File: src/rtl/fpsr_pkg.sv
package fpsr_pkg;
  localparam int STAT_W = 32;
  localparam int EV_W   = 13;
  localparam int NINV   = 9;

  // status bit positions; the top four are copied to the condition field
  localparam int B_ANY = 31;
  localparam int B_EN  = 30;
  localparam int B_INV = 29;
  localparam int B_OVF = 28;
  localparam int B_UNF = 27;
  localparam int B_ZDV = 26;
  localparam int B_INX = 25;

  // enable bit positions
  localparam int E_INV = 7;
  localparam int E_OVF = 6;
  localparam int E_UNF = 5;
  localparam int E_ZDV = 4;
  localparam int E_INX = 3;

  // event vector positions
  localparam int EV_OVF  = 0;
  localparam int EV_UNF  = 1;
  localparam int EV_ZDV  = 2;
  localparam int EV_INX  = 3;
  localparam int EV_INV0 = 4;

  localparam logic [STAT_W-1:0] STICKY_MASK = 32'h9FF8_0700;
  localparam logic [STAT_W-1:0] INV_MASK    = 32'h01F8_0700;

  // invalid cause i -> sticky bit position
  function automatic int inv_pos(input int i);
    return (i < 6) ? (24 - i) : (10 - (i - 6));
  endfunction
endpackage

File: src/rtl/fpsr_sw_port.sv
module fpsr_sw_port #(
  parameter int W  = 32,
  parameter int NW = 4,
  localparam int NF = W / NW,
  localparam int IW = $clog2(W),
  localparam int FW = $clog2(NF)
) (
  input  logic [W-1:0]  cur,
  input  logic          bit_set,
  input  logic          bit_clr,
  input  logic [IW-1:0] bit_idx,
  input  logic          fld_wr,
  input  logic [FW-1:0] fld_idx,
  input  logic [NW-1:0] fld_data,
  output logic [W-1:0]  nxt
);
  logic [W-1:0] bitwise;

  always_comb begin
    bitwise = cur;
    if (bit_clr) bitwise[bit_idx] = 1'b0;
    if (bit_set) bitwise[bit_idx] = 1'b1;
  end

  for (genvar g = 0; g < NF; g++) begin : g_nib
    assign nxt[g*NW +: NW] = (fld_wr && fld_idx == FW'(g)) ? fld_data
                                                          : bitwise[g*NW +: NW];
  end
endmodule

File: src/rtl/fpsr_event_merge.sv
module fpsr_event_merge
  import fpsr_pkg::*;
#(
  parameter int W = STAT_W,
  parameter int E = EV_W
) (
  input  logic [W-1:0] cur,
  input  logic [E-1:0] ev,
  output logic [W-1:0] nxt,
  output logic         en_sum
);
  logic [W-1:0] s;
  logic         inv;
  logic         en;

  always_comb begin
    s = cur;
    if (|ev) s[B_ANY] = 1'b1;
    s[B_OVF] = s[B_OVF] | ev[EV_OVF];
    s[B_UNF] = s[B_UNF] | ev[EV_UNF];
    s[B_ZDV] = s[B_ZDV] | ev[EV_ZDV];
    s[B_INX] = s[B_INX] | ev[EV_INX];
    for (int i = 0; i < NINV; i++) begin
      s[inv_pos(i)] = s[inv_pos(i)] | ev[EV_INV0 + i];
    end
    inv = |(s & INV_MASK);
    s[B_INV] = inv;
    en = (inv & s[E_INV]) | (s[B_OVF] & s[E_OVF]) | (s[B_UNF] & s[E_UNF]) |
         (s[B_ZDV] & s[E_ZDV]) | (s[B_INX] & s[E_INX]);
    s[B_EN] = en;
    nxt    = s;
    en_sum = en;
  end
endmodule

File: src/rtl/fpsr_recorder.sv
module fpsr_recorder
  import fpsr_pkg::*;
#(
  parameter int W   = STAT_W,
  parameter int E   = EV_W,
  parameter int CRW = 4,
  parameter int NW  = 4,
  localparam int IW = $clog2(W),
  localparam int FW = $clog2(W / NW)
) (
  input  logic          clk,
  input  logic          rst,
  input  logic          upd_valid,
  input  logic [E-1:0]  upd_events,
  input  logic          upd_record,
  input  logic          sw_bit_set,
  input  logic          sw_bit_clr,
  input  logic [IW-1:0] sw_bit_idx,
  input  logic          sw_fld_wr,
  input  logic [FW-1:0] sw_fld_idx,
  input  logic [NW-1:0] sw_fld_data,
  output logic [W-1:0]  status_q,
  output logic [CRW-1:0] crf_q,
  output logic          trap_q
);
  logic [W-1:0] sw_val;
  logic [W-1:0] merged;
  logic         en_sum;

  fpsr_sw_port #(.W(W), .NW(NW)) u_sw (
    .cur(status_q), .bit_set(sw_bit_set), .bit_clr(sw_bit_clr),
    .bit_idx(sw_bit_idx), .fld_wr(sw_fld_wr), .fld_idx(sw_fld_idx),
    .fld_data(sw_fld_data), .nxt(sw_val)
  );

  fpsr_event_merge #(.W(W), .E(E)) u_merge (
    .cur(sw_val), .ev(upd_events), .nxt(merged), .en_sum(en_sum)
  );

  always_ff @(posedge clk) begin
    if (rst) begin
      status_q <= '0;
      crf_q    <= '0;
      trap_q   <= 1'b0;
    end else begin
      status_q <= upd_valid ? merged : sw_val;
      trap_q   <= upd_valid & en_sum;
      if (upd_valid && upd_record) crf_q <= merged[W-1 -: CRW];
    end
  end
endmodule

File: config.mk
export PLATFORM = sky130hd
export DESIGN_NAME = fpsr_recorder
export DESIGN_NICKNAME = d
export VERILOG_FILES = /design/src/rtl/fpsr_pkg.sv /design/src/rtl/fpsr_sw_port.sv /design/src/rtl/fpsr_event_merge.sv /design/src/rtl/fpsr_recorder.sv
export SDC_FILE = /design/constraint.sdc
export NUM_CORES = 1
export LEC_CHECK = 0
export BUFFER_PORTS_ARGS = -buffer_cell sky130_fd_sc_hd__buf_2
export CORE_MARGIN = 5
export CORE_UTILIZATION = 54
export DETAILED_ROUTE_END_ITERATION = 10
export PLACE_DENSITY = 0.88
export SYNTH_ARGS = -nofsm -noshare
export SYNTH_HDL_FRONTEND = slang
export SYNTH_SLANG_ARGS = --single-unit
File: constraint.sdc
create_clock -name clk -period 3.2 [get_ports clk]
set_input_delay 0.32 -clock clk [delete_from_list [all_inputs] [get_ports clk]]
set_output_delay 0.32 -clock clk [all_outputs]
set_load 0.02 [all_outputs]
## Word-level counts from Yosys, hierarchy flattened

Cells that the tools add are included.

- Bits in registers: 37
- Word-level logic and storage cells: 65

- Eq/ne operators: 7
- Mux-type cells: 14
- Bitwise gates (word level): 26
- Reductions and logical operators: 13
- $lt $le $gt $ge: 2

Operators with widths:

| kind | number |
|---|---|
| two-way mux 32 bit | 3 |
| bitwise AND 32 bit | 1 |
| two-way mux 4 bit | 8 |
| NOT 32 bit | 1 |
| bitwise OR 32 bit | 1 |
| bitwise OR 1 bit | 17 |
| OR reduction 13 bit | 1 |
| equality test 3 bit, second input constant | 4 |
| logical AND 1 bit | 10 |
| OR reduction 9 bit | 1 |
| bitwise AND 1 bit | 6 |
| equality test 3 x 2 -> 1 bit, second input constant | 2 |
| less-than comparator 5 x 6 -> 1 bit, second input constant | 1 |
| demux 1 bit (select 5 bit) | 1 |
| >= comparator 5 x 1 -> 1 bit, second input constant | 1 |
| equality test 3 x 1 -> 1 bit, second input constant | 1 |
| zero test 3 bit | 1 |
| two-way mux 1 bit | 2 |

## Depth between registers and ports, before layout

Gate-level depths: netlist of the first run.

- Word-level depth: 18
- Gate-level depth with buffers: 9

## Cells and area by module

A second synthesis of the first run with hierarchy kept.

- Cell total of the unflattened synthesis: 347
- Area total of the unflattened synthesis: 2663.8 µm²

By module, submodules not included:

| module | times used | area each (µm²) | cells each |
|---|---|---|---|
| fpsr_recorder | 1 | 1365.1 | 125 |
| fpsr_sw_port | 1 | 993.5 | 179 |
| fpsr_event_merge | 1 | 305.3 | 43 |

## Worst setup path after synthesis of the first run

No wires, ideal clock.

- Path type: input -> register
- Start: in sw_bit_idx[0]
- End: reg status_q[30]
- Setup slack: 1.359 ns
- Library setup time: 0.123 ns
- Stages on the path: 8
- Data required time: 3.077 ns
- Buffers on the path: 1
- Data arrival time: 1.718 ns
- Cell sequence: or3b_1 buf_2 o21ai_1 a31oi_1 nor4_2 nand4_2 a21oi_2 o21ai_1

- Cells in the longest elaborated chain, start to end: 18
- Elaborated cells between the ends (all ways): 41
- Those cells by class: 2 x order compare; 12 x mux; 25 x bitwise; 2 x reduce/logical

Ends and longest elaborated chain:

| what | RTL line | text |
|---|---|---|
| start, declared | fpsr_recorder.sv:18 | `input logic [IW-1:0] sw_bit_idx,` |
| less-than comparator 5 x 6 -> 1 bit (not written as such) or >= comparator 5 x 1 -> 1 bit (tied branches) | fpsr_sw_port.sv:21, fpsr_sw_port.sv:22 |  |
| logical AND 1 bit (not written as such) | fpsr_sw_port.sv:21, fpsr_sw_port.sv:22 |  |
| two-way mux 1 bit (not written as such) | fpsr_sw_port.sv:21, fpsr_sw_port.sv:22 |  |
| demux 1 bit (select 5 bit) * | - |  |
| NOT 32 bit (no source line) | - |  |
| bitwise AND 32 bit (no source line) | - |  |
| two-way mux 32 bit | fpsr_sw_port.sv:21 | `if (bit_clr) bitwise[bit_idx] = 1'b0;` |
| bitwise OR 32 bit (no source line) | - |  |
| two-way mux 32 bit * | fpsr_sw_port.sv:22 | `if (bit_set) bitwise[bit_idx] = 1'b1;` |
| two-way mux 4 bit | fpsr_sw_port.sv:26 | `assign nxt[g*NW +: NW] = (fld_wr && fld_idx == FW'(g)) ? fld_data` |
| bitwise OR 1 bit | fpsr_event_merge.sv:24 | `s[inv_pos(i)] = s[inv_pos(i)] \| ev[EV_INV0 + i];` |
| OR reduction 9 bit | fpsr_event_merge.sv:26 | `inv = \|(s & INV_MASK);` |
| bitwise AND 1 bit | fpsr_event_merge.sv:28 | `en = (inv & s[E_INV]) \| (s[B_OVF] & s[E_OVF]) \| (s[B_UNF] & s[E_UNF]) \|` |
| bitwise OR 1 bit (3 in series) | fpsr_event_merge.sv:28 |  |
| bitwise OR 1 bit | fpsr_event_merge.sv:29 | `(s[B_ZDV] & s[E_ZDV]) \| (s[B_INX] & s[E_INX]);` |
| two-way mux 32 bit * | fpsr_recorder.sv:46 | `status_q <= upd_valid ? merged : sw_val;` |
| end signal, assigned | fpsr_recorder.sv:46 |  |
| end, declared | fpsr_recorder.sv:22 | `output logic [W-1:0] status_q,` |

Mark *: on every way between the ends. The rest lies on a longest branch, timed or not.
A chain may end at the register's enable or synchronous reset.

## Worst setup path in the final report of the first run

- Start: in sw_bit_idx[2]
- End: reg crf_q[2]

- Cells in the longest elaborated chain, start to end: 17
- Elaborated cells between the ends (all ways): 40
- Those cells by class: 2 x order compare; 11 x mux; 25 x bitwise; 2 x reduce/logical

Ends and longest elaborated chain:

| what | RTL line | text |
|---|---|---|
| less-than comparator 5 x 6 -> 1 bit (not written as such) or >= comparator 5 x 1 -> 1 bit (tied branches) | fpsr_sw_port.sv:21, fpsr_sw_port.sv:22 |  |
| logical AND 1 bit (not written as such) | fpsr_sw_port.sv:21, fpsr_sw_port.sv:22 |  |
| two-way mux 1 bit (not written as such) | fpsr_sw_port.sv:21, fpsr_sw_port.sv:22 |  |
| demux 1 bit (select 5 bit) * | - |  |
| NOT 32 bit (no source line) | - |  |
| bitwise AND 32 bit (no source line) | - |  |
| two-way mux 32 bit | fpsr_sw_port.sv:21 |  |
| bitwise OR 32 bit (no source line) | - |  |
| two-way mux 32 bit * | fpsr_sw_port.sv:22 |  |
| two-way mux 4 bit | fpsr_sw_port.sv:26 |  |
| bitwise OR 1 bit | fpsr_event_merge.sv:24 |  |
| OR reduction 9 bit | fpsr_event_merge.sv:26 |  |
| bitwise AND 1 bit | fpsr_event_merge.sv:28 |  |
| bitwise OR 1 bit (3 in series) | fpsr_event_merge.sv:28 |  |
| bitwise OR 1 bit * | fpsr_event_merge.sv:29 |  |
| end signal, assigned | fpsr_recorder.sv:48 | `if (upd_valid && upd_record) crf_q <= merged[W-1 -: CRW];` |
| end, declared | fpsr_recorder.sv:23 | `output logic [CRW-1:0] crf_q,` |

Marked as above.

==> results of run 1 <==
## sequential cells by signal, summed over array words and instances, names as in the netlist
signal,count
crf_q,4
status_q,32
trap_q,1
## power by group
| part | switching, uW | internal (uW) | total [uW] |
|---|---|---|---|
| Clock | 174 | 195 | 368 |
| Sequential | 14.8 | 491 | 505 |
| Combinational | 170 | 85.3 | 255 |
| Total | 358 | 771 | 1130 |
## final cells by class
class | instances | area (um^2)
sequential | 37 | 740.7
timing repair buffer | 68 | 340.3
clock inverter | 1 | 5.005
multi-input combinational | 224 | 1244
fill | 356 | 1222
clock buffer | 7 | 96.34
tap | 48 | 60.06
inverter | 2 | 7.507
## synth_stat cells
library cell and n:
sky130_fd_sc_hd__nor3b_2 1, sky130_fd_sc_hd__nand4b_1 3, sky130_fd_sc_hd__o211ai_1 10, sky130_fd_sc_hd__clkbuf_2 3, sky130_fd_sc_hd__nand3_1 3, sky130_fd_sc_hd__nand4_1 2
sky130_fd_sc_hd__and2_1 3, sky130_fd_sc_hd__or4b_1 1, sky130_fd_sc_hd__dlygate4sd2_1 1, sky130_fd_sc_hd__or3_1 1, sky130_fd_sc_hd__or3b_4 1, sky130_fd_sc_hd__or3b_2 1
sky130_fd_sc_hd__a21oi_2 1, sky130_fd_sc_hd__and3b_1 3, sky130_fd_sc_hd__a311oi_1 1, sky130_fd_sc_hd__a31oi_1 21, sky130_fd_sc_hd__nand3b_1 6, sky130_fd_sc_hd__nor2_1 34
sky130_fd_sc_hd__nand2_1 34, sky130_fd_sc_hd__o22ai_1 1, sky130_fd_sc_hd__a22oi_1 1, sky130_fd_sc_hd__nand4bb_1 3, sky130_fd_sc_hd__o21ai_0 48, sky130_fd_sc_hd__dfxtp_1 37
sky130_fd_sc_hd__nor4_2 1, sky130_fd_sc_hd__o21a_1 2, sky130_fd_sc_hd__or3b_1 2, sky130_fd_sc_hd__o21ai_1 3, sky130_fd_sc_hd__nor3_1 4, sky130_fd_sc_hd__clkbuf_1 11
sky130_fd_sc_hd__nand4_2 1, sky130_fd_sc_hd__or2_2 4, sky130_fd_sc_hd__inv_1 2, sky130_fd_sc_hd__o221ai_1 4, sky130_fd_sc_hd__buf_2 6, sky130_fd_sc_hd__and3_1 2
sky130_fd_sc_hd__nor4_1 3, sky130_fd_sc_hd__a21oi_1 17, sky130_fd_sc_hd__nor3b_1 2
## per-layer routing
metal  track usage  up-vias  share of wire
met5             0        -              0
met2        0.4368      187           0.45
met3       0.07064       34           0.13
li1              -     1155              -
met4        0.1273        0          0.034
met1        0.3331     1146           0.38
## final timing paths
| kind | startpoint | to |
|---|---|---|
| worst max-delay path | sw_bit_idx[2] | crf_q[2]$_SDFFE_PP0P_ |
| worst min-delay path | upd_events[11] | status_q[9]$_SDFF_PP0_ |
| worst max register to register | status_q[8]$_SDFF_PP0_ | crf_q[2]$_SDFFE_PP0P_ |
| worst min register to register | status_q[17]$_SDFF_PP0_ | status_q[17]$_SDFF_PP0_ |
## metrics by stage
stage / hold slack [ns] / util
floorplan: 0.4605 / -
global placement: 0.4776 / 0.6438
detailed placement: 0.4850 / 0.6438
CTS: 0.2767 / 0.6710
global route: 0.2918 / 0.6710
finish: 0.2739 / 0.6710
## logic make-up (layout without fill, tap and decap cells)
family	after synthesis	in the layout
simple gates	115	115
buf+inv	23	78
flops	37	37
compound gates	109	109
## worst max-delay path: stages
cell                       delay (ns)
sky130_fd_sc_hd__buf_2           0.20
sky130_fd_sc_hd__or3b_2          0.57
sky130_fd_sc_hd__o21ai_0         0.34
sky130_fd_sc_hd__o211ai_1        0.22
sky130_fd_sc_hd__o221ai_1        0.13
sky130_fd_sc_hd__nand4_1         0.16
sky130_fd_sc_hd__a21oi_2         0.18
sky130_fd_sc_hd__a21oi_1         0.09
==> report_table.html, run 1 <==
<table>
<tr><th>Metric</th><th>Value</th></tr>
<tr><th colspan="2">Outcome</th></tr>
<tr><td>Run status</td><td>completed</td></tr>
<tr><th colspan="2">STA</th></tr>
<tr><td>Worst clock skew on the final layout</td><td>around 0.0033 ns</td></tr>
<tr><td>Timing-limited maximum frequency</td><td>between 400 and 500 MHz</td></tr>
<tr><td>Final worst path period share</td><td>0.6291</td></tr>
<tr><td>Max-slew violation count</td><td>0</td></tr>
<tr><td>Post-route minimum period</td><td>2.013 ns</td></tr>
<tr><td>Number of hold violations in the final report</td><td>0</td></tr>
<tr><td>Actual transition at the worst max-transition pin</td><td>between 0.5 and 0.6 ns</td></tr>
<tr><td>Max-Slew Margin vs Limit</td><td>0.6365</td></tr>
<tr><td>Final WS setup</td><td>about 1.2 ns</td></tr>
<tr><td>Total setup violations reported at the end of the flow</td><td>0</td></tr>
<tr><td>Unrepaired setup endpoints after global routing</td><td>false</td></tr>
<tr><td>Post-Route Setup TNS</td><td>0 ns</td></tr>
<tr><th colspan="2">Layout</th></tr>
<tr><td>Commonest cells after routing, fill and taps aside</td><td>sky130_fd_sc_hd__buf_2, sky130_fd_sc_hd__o21ai_0, sky130_fd_sc_hd__dfxtp_1</td></tr>
<tr><td>Cell area after layout</td><td>about 2500 um^2</td></tr>
<tr><td>Ratio of cells with drive above 1 in the final layout</td><td>0.2537</td></tr>
<tr><td>Most frequent standard cell in the layout excluding fill and tap cells</td><td>sky130_fd_sc_hd__buf_2</td></tr>
<tr><td>Layout overhead on the synthesized area</td><td>19.48%</td></tr>
<tr><td>Net count of the finished layout</td><td>370</td></tr>
<tr><td>Number of standard cells in the layout, taps in and fillers out</td><td>around 390</td></tr>
<tr><td>Number of antenna diodes</td><td>0</td></tr>
<tr><th colspan="2">Place</th></tr>
<tr><td>Placed wire-length estimate</td><td>around 5000 um</td></tr>
<tr><td>Buffers added on ports</td><td>68</td></tr>
<tr><td>Worst setup timing slack at the placement stage</td><td>approximately 0.97 ns</td></tr>
<tr><td>Placed cell count</td><td>379</td></tr>
<tr><td>RePlAce Congestion</td><td>roughly 1.0</td></tr>
<tr><td>Area of placed instances</td><td>about 2400 um^2</td></tr>
<tr><th colspan="2">Die</th></tr>
<tr><td>Die Outline Area</td><td>~5200 um^2</td></tr>
<tr><td>Site Rows</td><td>22</td></tr>
<tr><td>Area inside the core boundary</td><td>3716 um^2</td></tr>
<tr><td>Effective utilization at floorplan</td><td>0.5616</td></tr>
<tr><td>Number of placed I/O pins</td><td>roughly 70</td></tr>
<tr><td>Die Wd</td><td>72.17 um</td></tr>
<tr><td>Die outline height</td><td>72.17 um</td></tr>
<tr><th colspan="2">Global routing</th></tr>
<tr><td>First-pass GRT wire length</td><td>10960 um</td></tr>
<tr><td>Via count of the first global-routing pass</td><td>about 2.3k</td></tr>
<tr><td>Number of antenna violations at the first check in global routing</td><td>0</td></tr>
<tr><td>Total congestion overflow after global routing</td><td>0</td></tr>
<tr><td>GR Util All Layers</td><td>0.2701</td></tr>
<tr><td>Maximum number of pins on one net before global-route repair</td><td>23</td></tr>
<tr><th colspan="2">Clocking</th></tr>
<tr><td>Cell chosen for the clock root</td><td>sky130_fd_sc_hd__clkbuf_8</td></tr>
<tr><td>TritonCTS clock tree</td><td>done</td></tr>
<tr><td>Count of clock tree sinks</td><td>37</td></tr>
<tr><td>Number of buffers added by the clock tree synthesis step</td><td>5</td></tr>
<tr><td>Number of buffers inserted by hold repair at cts</td><td>0</td></tr>
<tr><td>Clock latency on the worst-skew pair</td><td>around 0.3 ns</td></tr>
<tr><td>Clk pin slew, worst setup/hold paths</td><td>~0.070 ns</td></tr>
<tr><td>Max Root-Sink Buffers</td><td>2</td></tr>
<tr><td>Setup repair bufs after CTS</td><td>0</td></tr>
<tr><td>H-tree depth</td><td>2</td></tr>
<tr><td>Number of gates resized after cts</td><td>0</td></tr>
<tr><th colspan="2">Min path</th></tr>
<tr><td>Worst hold path class</td><td>input port to flop</td></tr>
<tr><td>Instance count along the most critical hold path</td><td>3</td></tr>
<tr><th colspan="2">Critical path</th></tr>
<tr><td>Number of cells traversed by the worst register-to-register path</td><td>6</td></tr>
<tr><td>Largest driver fanout on the critical path</td><td>13</td></tr>
<tr><td>Register-to-register path setup slack</td><td>between 1.5 and 2 ns</td></tr>
<tr><td>Kind of start point of the critical path</td><td>input port</td></tr>
<tr><td>Required arrival time at the worst endpoint</td><td>approximately 3.4 ns</td></tr>
<tr><td>CP Capture Type</td><td>flop</td></tr>
<tr><td>Class of the most critical setup path</td><td>input port to flop</td></tr>
<tr><td>Arrival time of the worst setup path</td><td>~2.2 ns</td></tr>
<tr><th colspan="2">Yosys</th></tr>
<tr><td>Synthesized netlist cell count</td><td>roughly 280</td></tr>
<tr><td>Adder and majority gate portion of the synthesized area</td><td>0</td></tr>
<tr><td>Synth Area in Compound Gates</td><td>0.3010</td></tr>
<tr><td>Synthesis-stage register bit count</td><td>37</td></tr>
<tr><td>Top cells by area in the synthesized netlist</td><td>sky130_fd_sc_hd__dfxtp_1, sky130_fd_sc_hd__o21ai_0, sky130_fd_sc_hd__a31oi_1</td></tr>
<tr><td>Synth area leader</td><td>sky130_fd_sc_hd__dfxtp_1</td></tr>
<tr><td>Largest family of logic cells by synthesized area</td><td>compound AO/OA/AOI/OAI gates</td></tr>
<tr><td>Total standard cell area after synthesis</td><td>approximately 2100 um^2</td></tr>
<tr><td>YS warnings</td><td>0</td></tr>
<tr><td>Fraction of synthesized cell area in xor and xnor cells</td><td>0</td></tr>
<tr><td>Synth Area per Inst</td><td>around 7.3 um^2</td></tr>
<tr><td>Number of distinct library cells after synthesis</td><td>39</td></tr>
<tr><td>Fraction of the yosys area taken by sequential cells</td><td>0.3549</td></tr>
<tr><td>Synth Area in Simple Gates</td><td>0.2950</td></tr>
<tr><td>Synthesized Nets</td><td>316</td></tr>
<tr><td>Proportion of synthesized area in mux cells</td><td>0</td></tr>
<tr><td>Top-area cell type share of the netlist area</td><td>0.3549</td></tr>
<tr><th colspan="2">Power and ir drop</th></tr>
<tr><td>Peak VDD IR</td><td>around 0.27 mV</td></tr>
<tr><td>Total Power</td><td>between 1000 and 1500 uW</td></tr>
<tr><td>Cell Pwr Density</td><td>approximately 450 nW/um^2</td></tr>
<tr><td>Leakage power of the design</td><td>slightly above 0.001 uW</td></tr>
<tr><th colspan="2">Routing</th></tr>
<tr><td>Routed wire length</td><td>7152 um</td></tr>
<tr><td>Routed via count divided by cell count</td><td>6.517</td></tr>
<tr><td>Remaining antenna violation count</td><td>0</td></tr>
<tr><td>Via count</td><td>approximately 2.5k</td></tr>
<tr><td>Number of DRC markers in iteration 0</td><td>between 300 and 400</td></tr>
<tr><td>Remaining DRCs</td><td>0</td></tr>
<tr><td>First-pass detailed-route iteration total</td><td>5</td></tr>
<tr><td>Drt wl/cell</td><td>about 18 um</td></tr>
<tr><th colspan="2">Job</th></tr>
<tr><td>Number of maximum-capacitance constraint violations</td><td>0</td></tr>
</table>
(Power assumes the default switching activity.)
==> run 2: changes to the inputs <==
--- a/config.mk
+++ b/config.mk
@@ -7,9 +7,9 @@
 export LEC_CHECK = 0
 export BUFFER_PORTS_ARGS = -buffer_cell sky130_fd_sc_hd__buf_2
 export CORE_MARGIN = 5
-export CORE_UTILIZATION = 54
+export CORE_UTILIZATION = 45
 export DETAILED_ROUTE_END_ITERATION = 10
-export PLACE_DENSITY = 0.88
+export PLACE_DENSITY = 0.78
 export SYNTH_ARGS = -nofsm -noshare
 export SYNTH_HDL_FRONTEND = slang
 export SYNTH_SLANG_ARGS = --single-unit
==> constraint.sdc (replaced) <==
create_clock -name clk -period 1.7 [get_ports clk]
set_input_delay 0.17 -clock clk [delete_from_list [all_inputs] [get_ports clk]]
set_output_delay 0.17 -clock clk [all_outputs]
set_load 0.02 [all_outputs]
==> report_table.html, run 2 (same netlist as run 1, synthesis figures left out) <==
<table>
<tr><th>Metric</th><th>Value</th></tr>
<tr><th colspan="2">Outcome</th></tr>
<tr><td>Run status</td><td>completed</td></tr>
<tr><th colspan="2">Clocking</th></tr>
<tr><td>Cell chosen for the clock root</td><td>sky130_fd_sc_hd__clkbuf_8</td></tr>
<tr><td>Number of buffers inserted by hold repair at cts</td><td>0</td></tr>
<tr><td>Count of clock tree sinks</td><td>37</td></tr>
<tr><td>Clk pin slew, worst setup/hold paths</td><td>roughly 0.080 ns</td></tr>
<tr><td>Number of buffers added by the clock tree synthesis step</td><td>5</td></tr>
<tr><td>Clock latency on the worst-skew pair</td><td>~0.29 ns</td></tr>
<tr><td>H-tree depth</td><td>2</td></tr>
<tr><td>Max Root-Sink Buffers</td><td>2</td></tr>
<tr><td>TritonCTS clock tree</td><td>done</td></tr>
<tr><th colspan="2">Routing</th></tr>
<tr><td>Number of DRC markers in iteration 0</td><td>around 270</td></tr>
<tr><td>Remaining antenna violation count</td><td>0</td></tr>
<tr><td>Via count</td><td>~2.7k</td></tr>
<tr><td>Remaining DRCs</td><td>0</td></tr>
<tr><td>Drt wl/cell</td><td>17.48 um</td></tr>
<tr><td>First-pass detailed-route iteration total</td><td>5</td></tr>
<tr><td>Routed wire length</td><td>between 7000 and 8000 um</td></tr>
<tr><td>Routed via count divided by cell count</td><td>approximately 6.0</td></tr>
<tr><th colspan="2">Power and ir drop</th></tr>
<tr><td>Peak VDD IR</td><td>0.5396 mV</td></tr>
<tr><td>Fraction of power consumed by combinational cells</td><td>0.258</td></tr>
<tr><td>Leakage power of the design</td><td>between 0.001 and 0.0015 uW</td></tr>
<tr><td>Part of the power in the clock network</td><td>0.341</td></tr>
<tr><td>Cell Pwr Density</td><td>784.8 nW/um^2</td></tr>
<tr><td>Net switching power</td><td>708.3 uW</td></tr>
<tr><td>Fraction of power spent switching nets</td><td>0.2989</td></tr>
<tr><td>Sequential cell fraction of total power</td><td>0.402</td></tr>
<tr><td>Total Power</td><td>roughly 2400 uW</td></tr>
<tr><td>Internal power contribution</td><td>1661 uW</td></tr>
<tr><th colspan="2">STA</th></tr>
<tr><td>Actual transition at the worst max-transition pin</td><td>approximately 0.53 ns</td></tr>
<tr><td>Timing-limited maximum frequency</td><td>594.1 MHz</td></tr>
<tr><td>Post-route minimum period</td><td>1.683 ns</td></tr>
<tr><td>Number of hold violations in the final report</td><td>0</td></tr>
<tr><td>Max-Slew Margin vs Limit</td><td>0.6404</td></tr>
<tr><td>Final worst path period share</td><td>0.9901</td></tr>
<tr><td>Fin Hold WS</td><td>between 0.1 and 0.15 ns</td></tr>
<tr><td>Max-slew violation count</td><td>0</td></tr>
<tr><td>Total setup violations reported at the end of the flow</td><td>0</td></tr>
<tr><td>Worst clock skew on the final layout</td><td>0.005024 ns</td></tr>
<tr><th colspan="2">Layout</th></tr>
<tr><td>Number of antenna diodes</td><td>0</td></tr>
<tr><td>Register bank with the most flops</td><td>status_q</td></tr>
<tr><td>Net count of the finished layout</td><td>429</td></tr>
<tr><td>Post-layout utilization of the core</td><td>0.6840</td></tr>
<tr><td>Layout overhead on the synthesized area</td><td>44.66%</td></tr>
<tr><td>Multi-input logic area</td><td>between 1000 and 1500 um^2</td></tr>
<tr><td>Commonest cells after routing, fill and taps aside</td><td>sky130_fd_sc_hd__buf_2, sky130_fd_sc_hd__buf_4, sky130_fd_sc_hd__o21ai_0</td></tr>
<tr><td>Combined flip-flop and latch cell area</td><td>740.7 um^2</td></tr>
<tr><td>Ratio of cells with drive above 1 in the final layout</td><td>0.3869</td></tr>
<tr><td>Flip-flop count of the largest register, all copies and words added</td><td>32</td></tr>
<tr><td>Fillers</td><td>approximately 370</td></tr>
<tr><td>Top flop regs</td><td>status_q: 32 flops, crf_q: 4 flops, trap_q: 1 flops</td></tr>
<tr><td>Most frequent standard cell in the layout excluding fill and tap cells</td><td>sky130_fd_sc_hd__buf_2</td></tr>
<tr><th colspan="2">Min path</th></tr>
<tr><td>Worst hold path class</td><td>input port to flop</td></tr>
<tr><td>Instance count along the most critical hold path</td><td>3</td></tr>
<tr><th colspan="2">Global routing</th></tr>
<tr><td>First-pass GRT wire length</td><td>roughly 12000 um</td></tr>
<tr><td>Via count of the first global-routing pass</td><td>about 2.4k</td></tr>
<tr><td>Total congestion overflow after global routing</td><td>0</td></tr>
<tr><td>Number of antenna violations at the first check in global routing</td><td>0</td></tr>
<tr><td>GR Util All Layers</td><td>0.2380</td></tr>
<tr><td>Maximum number of pins on one net before global-route repair</td><td>22</td></tr>
<tr><th colspan="2">Critical path</th></tr>
<tr><td>Endpoint of the worst register-to-register path</td><td>crf_q[2]$_SDFFE_PP0P_</td></tr>
<tr><td>Number of cells traversed by the worst register-to-register path</td><td>6</td></tr>
<tr><td>Kind of start point of the critical path</td><td>input port</td></tr>
<tr><td>Register-to-register path setup slack</td><td>between 0.15 and 0.2 ns</td></tr>
<tr><td>Crit path launch</td><td>sw_bit_idx[4]</td></tr>
<tr><td>CP Capture Type</td><td>flop</td></tr>
<tr><td>Arrival time of the worst setup path</td><td>about 1.9 ns</td></tr>
<tr><td>Largest driver fanout on the critical path</td><td>5</td></tr>
<tr><td>Required arrival time at the worst endpoint</td><td>1.89 ns</td></tr>
<tr><td>Class of the most critical setup path</td><td>input port to flop</td></tr>
<tr><td>Launch instance of the worst register-to-register path</td><td>status_q[19]$_SDFF_PP0_</td></tr>
<tr><td>Capturing element of the worst setup path</td><td>crf_q[2]$_SDFFE_PP0P_</td></tr>
<tr><th colspan="2">Die</th></tr>
<tr><td>Die Wd</td><td>around 78 um</td></tr>
<tr><td>Area inside the core boundary</td><td>about 4400 um^2</td></tr>
<tr><td>Number of placed I/O pins</td><td>69</td></tr>
<tr><td>Die outline height</td><td>78.10 um</td></tr>
<tr><td>Effective utilization at floorplan</td><td>0.4728</td></tr>
<tr><td>Site Rows</td><td>24</td></tr>
<tr><td>Die Outline Area</td><td>between 6000 and 7000 um^2</td></tr>
<tr><th colspan="2">Place</th></tr>
<tr><td>Placed wire-length estimate</td><td>5736 um</td></tr>
<tr><td>Buffers added on ports</td><td>a little under 70</td></tr>
<tr><td>RePlAce Congestion</td><td>between 0.9 and 1</td></tr>
<tr><th colspan="2">Job</th></tr>
<tr><td>Number of maximum-capacitance constraint violations</td><td>0</td></tr>
</table>
run 2: changes by cell type in the layout (fill, tap and decap cells not counted), sizes merged:
| cell | change |
|---|---|
| clkbuf | -1 |
| bufinv | +1 |
| clkinv | -1 |
| clkinvlp | +1 |
| buf | +59 |
run 2: worst max-delay path: stages:
cell and delay (ns):
sky130_fd_sc_hd__buf_4 0.11, sky130_fd_sc_hd__or3b_4 0.39, sky130_fd_sc_hd__o21ai_2 0.20, sky130_fd_sc_hd__a31oi_2 0.14
sky130_fd_sc_hd__nor4_2 0.31, sky130_fd_sc_hd__nand4_2 0.20, sky130_fd_sc_hd__a21oi_2 0.25, sky130_fd_sc_hd__a21oi_1 0.09
run 2: power by group through the flow:
stage	Sequential [uW]	Combinational [uW]	Clock, uW
5_1_grt	959	653	859
4_1_cts	950	574	816
6_report	952	610	807
2_1_floorplan	1040	231	0
3_5_place_dp	970	570	0
3_3_place_gp	971	563	0
run 2: worst min path at each step:
| stage | startpoint | end | slack [ns] |
|---|---|---|---|
| 2_1_floorplan | upd_events[8] | status_q[20]$_SDFF_PP0_ | 0.31 |
| 3_3_place_gp | upd_events[4] | status_q[24]$_SDFF_PP0_ | 0.42 |
| 3_5_place_dp | upd_events[4] | status_q[24]$_SDFF_PP0_ | 0.42 |
| 4_1_cts | upd_events[6] | status_q[22]$_SDFF_PP0_ | 0.12 |
| 5_1_grt | upd_events[10] | status_q[10]$_SDFF_PP0_ | 0.12 |
| 6_report | upd_events[10] | status_q[10]$_SDFF_PP0_ | 0.12 |
run 2: area by class of cell:
cell class / instances / share of cell area
Multi-Input combinational cell: 224 / 0.4252
Timing Repair Buffer: 127 / 0.2656
Sequential cell: 37 / 0.2453
Clock buffer: 6 / 0.02735
Tap cell: 52 / 0.02155
Clock inverter: 2 / 0.01243
Inverter: 2 / 0.002487
run 2: stage by stage:
| stage | setup TNS, ns | instances | instance area (um^2) | setup slack (ns) |
|---|---|---|---|---|
| floorplan | 0 | 284 | 2087 | 0.009323 |
| global placement | -0.8491 | 437 | 2803 | -0.2075 |
| detailed placement | -1.158 | 437 | 2803 | -0.2851 |
| CTS | 0 | 445 | 2923 | 0.02789 |
| global route | -0.09015 | 450 | 3019 | -0.03850 |
| finish | 0 | 450 | 3019 | 0.01678 |
run 2: metal layers:
layer	track usage	wire length (um)	up-vias
met4	0.08615	199	0
met3	0.06636	835	26
li1	-	-	1274
met1	0.3200	3248	1247
met5	0	0	-
met2	0.3634	3583	167
run 2: timing repair:
action                                  4_1_cts  5_1_grt
buffers inserted                              0        5
endpoints found under the setup margin        0        5
gates resized for setup                       0       18
